[src/rtl/evt_perf_pkg.sv]
package evt_perf_pkg;
    localparam int unsigned CNT_W   = 24;
    localparam int unsigned THR_N   = 4;
    localparam int unsigned SEL_W   = 4;
    localparam int unsigned NUM_EVT = 1 << SEL_W;
    localparam int unsigned REG_W   = CNT_W + THR_N + SEL_W;
    localparam int unsigned PULSE_W = THR_N * NUM_EVT;
    localparam int unsigned INC_W   = $clog2(THR_N + 1);

    typedef struct packed {
        logic [SEL_W-1:0] sel;
        logic [THR_N-1:0] mask;
        logic [CNT_W-1:0] cnt;
    } ctr_reg_t;
endpackage

[src/rtl/evt_perf_match.sv]
module evt_perf_match
    import evt_perf_pkg::*;
#(
    parameter logic [NUM_EVT-1:0] GLOBAL_EVT = 16'hC000
) (
    input  logic [SEL_W-1:0]   ctr_sel,
    input  logic [THR_N-1:0]   ctr_mask,
    input  logic [PULSE_W-1:0] evt_pulse,
    output logic [INC_W-1:0]   inc
);
    logic glb;

    // Code 0 is forced non-global so an all-zero top byte always idles.
    always_comb begin
        glb = GLOBAL_EVT[ctr_sel] && (ctr_sel != '0);
        inc = '0;
        for (int t = 0; t < int'(THR_N); t++) begin
            if (evt_pulse[t * int'(NUM_EVT) + int'(ctr_sel)] && (ctr_mask[t] || glb)) begin
                inc = inc + INC_W'(1);
            end
        end
    end
endmodule

[src/rtl/evt_perf_ctr.sv]
module evt_perf_ctr
    import evt_perf_pkg::*;
#(
    parameter bit LEGACY = 1'b0
) (
    input  logic             clk,
    input  logic             rst_n,
    input  logic             wr_en,
    input  logic [REG_W-1:0] wr_data,
    input  logic [INC_W-1:0] inc,
    output ctr_reg_t         reg_q,
    output logic             ovf
);
    typedef struct packed {
        ctr_reg_t r;
    } ctr_st_t;

    ctr_st_t          st_d, st_q;
    logic [CNT_W:0]   sum;

    always_comb begin
        st_d = st_q;
        sum  = {1'b0, st_q.r.cnt} + (CNT_W + 1)'(inc);
        ovf  = 1'b0;
        if (wr_en) begin
            st_d.r = ctr_reg_t'(wr_data);
            if (LEGACY) begin
                st_d.r.cnt = '0;
            end
        end else begin
            st_d.r.cnt = sum[CNT_W-1:0];
            ovf        = !LEGACY && sum[CNT_W];
        end
    end

    always_ff @(posedge clk) begin
        if (!rst_n) begin
            st_q <= '0;
        end else begin
            st_q <= st_d;
        end
    end

    assign reg_q = st_q.r;

    AST_WRITE_WINS: assert property (@(posedge clk) disable iff (!rst_n)
        wr_en |=> (reg_q[REG_W-1:CNT_W] == $past(wr_data[REG_W-1:CNT_W])) &&
                  (reg_q.cnt == (LEGACY ? '0 : $past(wr_data[CNT_W-1:0]))));

    AST_STEP_LIMIT: assert property (@(posedge clk) disable iff (!rst_n)
        !wr_en |=> (CNT_W'(reg_q.cnt - $past(reg_q.cnt)) <= CNT_W'(THR_N)));

    AST_IDLE_HOLDS: assert property (@(posedge clk) disable iff (!rst_n)
        (!wr_en && reg_q.sel == '0 && reg_q.mask == '0) |=> $stable(reg_q));
endmodule

[src/rtl/evt_perf_bank.sv]
module evt_perf_bank
    import evt_perf_pkg::*;
#(
    parameter int unsigned        NUM_CTR    = 2,
    parameter int unsigned        ADDR_W     = 2,
    parameter bit                 LEGACY     = 1'b0,
    parameter logic [NUM_EVT-1:0] GLOBAL_EVT = 16'hC000
) (
    input  logic                    clk,
    input  logic                    rst_n,
    input  logic [ADDR_W-1:0]       bus_addr,
    input  logic                    bus_we,
    input  logic [REG_W-1:0]        bus_wdata,
    output logic [REG_W-1:0]        bus_rdata,
    input  logic [PULSE_W-1:0]      evt_pulse,
    output logic [NUM_CTR-1:0]      ovf_irq
);
    localparam logic [ADDR_W-1:0] STAT_ADDR = ADDR_W'(NUM_CTR);

    typedef struct packed {
        logic [NUM_CTR-1:0] irq;
    } bank_st_t;

    bank_st_t           st_d, st_q;
    ctr_reg_t           ctr_q [NUM_CTR];
    logic [NUM_CTR-1:0] ovf_vec;
    logic               ack_we;

    assign ack_we = bus_we && (bus_addr == STAT_ADDR);

    for (genvar i = 0; i < int'(NUM_CTR); i++) begin : g_ctr
        logic [INC_W-1:0] inc;
        logic             wr_en;

        assign wr_en = bus_we && (bus_addr == ADDR_W'(i));

        evt_perf_match #(.GLOBAL_EVT(GLOBAL_EVT)) u_match (
            .ctr_sel   (ctr_q[i].sel),
            .ctr_mask  (ctr_q[i].mask),
            .evt_pulse (evt_pulse),
            .inc       (inc)
        );

        evt_perf_ctr #(.LEGACY(LEGACY)) u_ctr (
            .clk     (clk),
            .rst_n   (rst_n),
            .wr_en   (wr_en),
            .wr_data (bus_wdata),
            .inc     (inc),
            .reg_q   (ctr_q[i]),
            .ovf     (ovf_vec[i])
        );

        AST_IRQ_CAUSE: assert property (@(posedge clk) disable iff (!rst_n)
            $rose(ovf_irq[i]) |-> $past(ovf_vec[i]));

        AST_IRQ_STICKY: assert property (@(posedge clk) disable iff (!rst_n)
            (ovf_irq[i] && !(ack_we && bus_wdata[i])) |=> ovf_irq[i]);

        AST_ACK_CLEARS: assert property (@(posedge clk) disable iff (!rst_n)
            (ack_we && bus_wdata[i] && !ovf_vec[i]) |=> !ovf_irq[i]);
    end

    // A wrap in the acknowledge cycle wins over the clear.
    always_comb begin
        st_d = st_q;
        if (ack_we) begin
            st_d.irq = st_q.irq & ~bus_wdata[NUM_CTR-1:0];
        end
        st_d.irq = st_d.irq | ovf_vec;
    end

    always_ff @(posedge clk) begin
        if (!rst_n) begin
            st_q <= '0;
        end else begin
            st_q <= st_d;
        end
    end

    always_comb begin
        bus_rdata = '0;
        for (int i = 0; i < int'(NUM_CTR); i++) begin
            if (bus_addr == ADDR_W'(i)) begin
                bus_rdata = ctr_q[i];
            end
        end
        if (bus_addr == STAT_ADDR) begin
            bus_rdata = REG_W'(st_q.irq);
        end
    end

    assign ovf_irq = st_q.irq;

    AST_LEGACY_QUIET: assert property (@(posedge clk) disable iff (!rst_n)
        LEGACY |-> (ovf_irq == '0));
endmodule

[config.mk]
export PLATFORM = sky130hd
export DESIGN_NAME = evt_perf_bank
export DESIGN_NICKNAME = d
export VERILOG_FILES = /design/src/rtl/evt_perf_pkg.sv /design/src/rtl/evt_perf_match.sv /design/src/rtl/evt_perf_ctr.sv /design/src/rtl/evt_perf_bank.sv
export SDC_FILE = /design/constraint.sdc
export NUM_CORES = 1
export LEC_CHECK = 0
export ABC_AREA = 0
export BUFFER_PORTS_ARGS = -buffer_cell sky130_fd_sc_hd__buf_2
export CAP_MARGIN = 0
export CORE_ASPECT_RATIO = 0.6
export CORE_MARGIN = 1
export CORE_UTILIZATION = 45
export CTS_CLUSTER_DIAMETER = 150
export DETAILED_ROUTE_END_ITERATION = 10
export PLACE_DENSITY = 0.78
export REMOVE_ABC_BUFFERS = 1
export SKIP_CTS_REPAIR_TIMING = 1
export SLEW_MARGIN = 20
export SYNTH_ARGS = -nofsm -noshare
export SYNTH_HDL_FRONTEND = slang
export SYNTH_HIERARCHICAL = 1
export SYNTH_SLANG_ARGS = --single-unit
[constraint.sdc]
create_clock -name clk -period 5.42 [get_ports clk]
set_input_delay 0.271 -clock clk [delete_from_list [all_inputs] [get_ports clk]]
set_output_delay 0.271 -clock clk [all_outputs]
set_load 0.01 [all_outputs]
==> impl_metrics.yaml <==
timing:
  holdWs_ns: 0.186
  slew_viol_final: 0
  rsz0062_at_grt: "no"
  slew_headroom_pct: 32.2
  setup_viol: 0
  skew_ns: 0.0101
  max_freq_ghz: 0.216
  worst_pin_slew_ns: 1.02
  timing.final.crit_share_pct: 85.4
  min_period_ns: 4.63
  tns_ns: 0
  final_hold_viol_count: 0
pwr:
  p_leak_uw: 0.00260
  ir_worst_vdd_mv: 0.128
  power_density_nw_per_um2: 202
layout:
  nNetsFinal: 845
  final_common_cell: "buf_2"
  utilization_pct: 54.1
  multiInputGateArea_um2: 3900
  layout_common_cells: "buf_2, mux2i_1, dfxtp_1"
  finalNonFillerCells: 900
  n_antenna_cell: 0
  final_cell_area_um2: 6530
  fillers: 1119
  drive_above_1_share_pct: 26.7
  ff_latch_area_um2: 1320
  syn2layout_area_growth_pct: 17.1
worst_setup_path:
  timing_worst_setup_path_type: "flop to flop"
  crit_path_start_kind: "flop"
  critical_path_required_ns: 5.64
  path_common_cell: "ha_1"
  path_cells: "buf_4 > mux4_2 > a22oi_1 > nand2_1 > o21a_1 > ha_1 > xnor2_1 > ha_1 > a221o_1 > fa_1 > a21o_2 > nand3_1 > nor3_1 > o311a_1"
  crit_fanout: 14
  slowest_delay_ns: 0.62
  slowest_stage: "dfxtp_1"
  cp.arrival_ns: 4.85
  setup.worst_path.end_class: "flop"
die:
  pin_count: 135
  start_util_pct: 46.2
  dieArea_um2: 12900
  die_h_um: 88.2
  fp.dieW_um: 146
  coreArea_um2: 12100
  num_rows: 31
route:
  drt_iter0_drc: 496
  drc_errors: 0
  post_drt_wl_per_cell_um: 17.7
  vias: 5366
  viasPerCell: 5.96
  drt_pass1_iterations: 4
  drt_wl_total_mm: 16.0
  ant_nets: 0
clock_network:
  clkTransAtPathRegs_ns: 0.06
  clkLatencyLatePin_ns: 0.33
  cts_made_buffers: 9
  clock_path_buffers: 2
  clkSinkCount: 66
  cts.root.buffer_cell: "clkbuf_16"
  cts_tree: "yes"
  htreeDepth: 3
global_routing:
  grt_start_max_net_pins: 67
  grtUsageTotal_pct: 24.8
  grt-ovfl-total: 0
  antenna_found_initial: 0
  grt_pass1_vias: 4759
  grt_pass1_wl_mm: 25.2
synth:
  seq_area_frac_synth_pct: 23.7
  syn_avg_cell_area_um2: 8.96
  synth_cell_types: 60
  synth-xor-area-share_pct: 3.95
  synthMuxAreaShare_pct: 22.5
  synth-adder-area-share_pct: 3.41
  synth_top_family_by_area: "multiplexers"
  ys_ff_latch: 66
  synth_compound_area_share_pct: 20.4
  synth_area_um2: 5570
  synth-simple-area-share_pct: 19.6
  synth_edf_count: 0
  synthCells: 622
  synth_top_flop_cell: "dfxtp_1"
  yosys_warnings: 6
  async_reset_ff_share_pct: 0
place:
  placed_area_um2: 6250
  place_inst: 884
  dp.final_hpwl_mm: 11.9
  gp_congestion: 0.921
  portBuffers: 134
hold_path:
  hold_path_class: "input port to flop"
run:
  maxCapViolations: 0
outcome:
  status: "finished, final reports clean"
==> state kept, by name, indices dropped and copies added (netlist names) <==
name               flops
ovf_irq                2
g_ctr.u_ctr/reg_q     64
==> critical path, delay by kind of cell, from the launching register on <==
kind            cells  cell delay [ns]
compound gates      5             1.25
fa+ha+maj           3             1.04
flops               1             0.62
mux                 1             0.53
buf+inv             1             0.35
simple gates        3             0.55
xor+xnor            1             0.18
==> per-stage QoR <==
step / setup WS (ns) / power, uW
floorplan: 0.635 / 676
global placement: 0.900 / 781
detailed placement: 0.823 / 784
CTS: 0.800 / 1330
global route: 0.413 / 1380
finish: 0.791 / 1320
==> Yosys cell counts, types with 6 or more instances <==
library cell	n	share of area, %
a21oi_1	18	1.6
a221oi_1	8	1.3
a31oi_1	16	1.8
buf_2	18	1.6
buf_6	6	1.2
clkbuf_1	16	1.1
dfxtp_1	66	24
ha_1	12	2.7
inv_1	16	1.1
mux2i_1	76	14
mux4_2	22	8.9
nand2_1	36	2.4
nand2b_1	12	1.3
nand3_1	18	1.6
nand4_1	6	0.67
nor2_1	38	2.6
nor2b_1	25	2.8
nor4_1	12	1.3
o211a_1	8	1.4
o21a_1	8	1.1
o21ai_0	38	3.4
o311a_1	6	1.1
o31ai_1	16	2.2
or4_1	14	1.9
xnor2_1	16	2.5
==> worst paths after layout <==
path,from,end,slack [ns],cells after the start
worst max-delay path,g_ctr[1].u_ctr/reg_q[28]$_SDFFE_PN0P_,g_ctr[1].u_ctr/reg_q[16]$_SDFF_PN0_,0.79,14
worst min-delay path,bus_wdata[1],ovf_irq[1]$_SDFF_PN0_,0.19,2
worst max register to register,g_ctr[1].u_ctr/reg_q[28]$_SDFFE_PN0P_,g_ctr[1].u_ctr/reg_q[16]$_SDFF_PN0_,0.79,14
worst min register to register,g_ctr[0].u_ctr/reg_q[13]$_SDFF_PN0_,g_ctr[0].u_ctr/reg_q[13]$_SDFF_PN0_,0.52,2
==> report_power, final <==
part | internal (uW) | switching [uW] | total, uW
combinational | 119 | 118 | 237
clock | 311 | 232 | 543
sequential | 509 | 32.3 | 541
==> layout make-up <==
type,instances,share of cell area [%]
Sequential cell,66,20.2
Clock inverter,7,0.824
Multi-Input combinational cell,490,59.8
Timing Repair Buffer,145,11.5
Inverter,18,1.03
Clock buffer,9,3.45
Tap cell,165,3.16
==> cells by family (layout without fill, tap and decap cells) <==
group,Yosys count,count (layout)
fa+ha+maj,14,14
simple gates,196,196
mux,98,98
compound gates,160,160
flops,66,66
xor+xnor,22,22
buf+inv,66,179
==> layer usage <==
layer | track usage, % | wire length [um] | vias to the layer above
met2 | 35.3 | 6590 | 221
li1 | - | - | 2595
met1 | 37.8 | 8050 | 2535
met3 | 5.72 | 1200 | 15
met5 | 0 | 0 | -
met4 | 4.31 | 116 | 0
No activity file was read; power rests on OpenSTA's default activity.
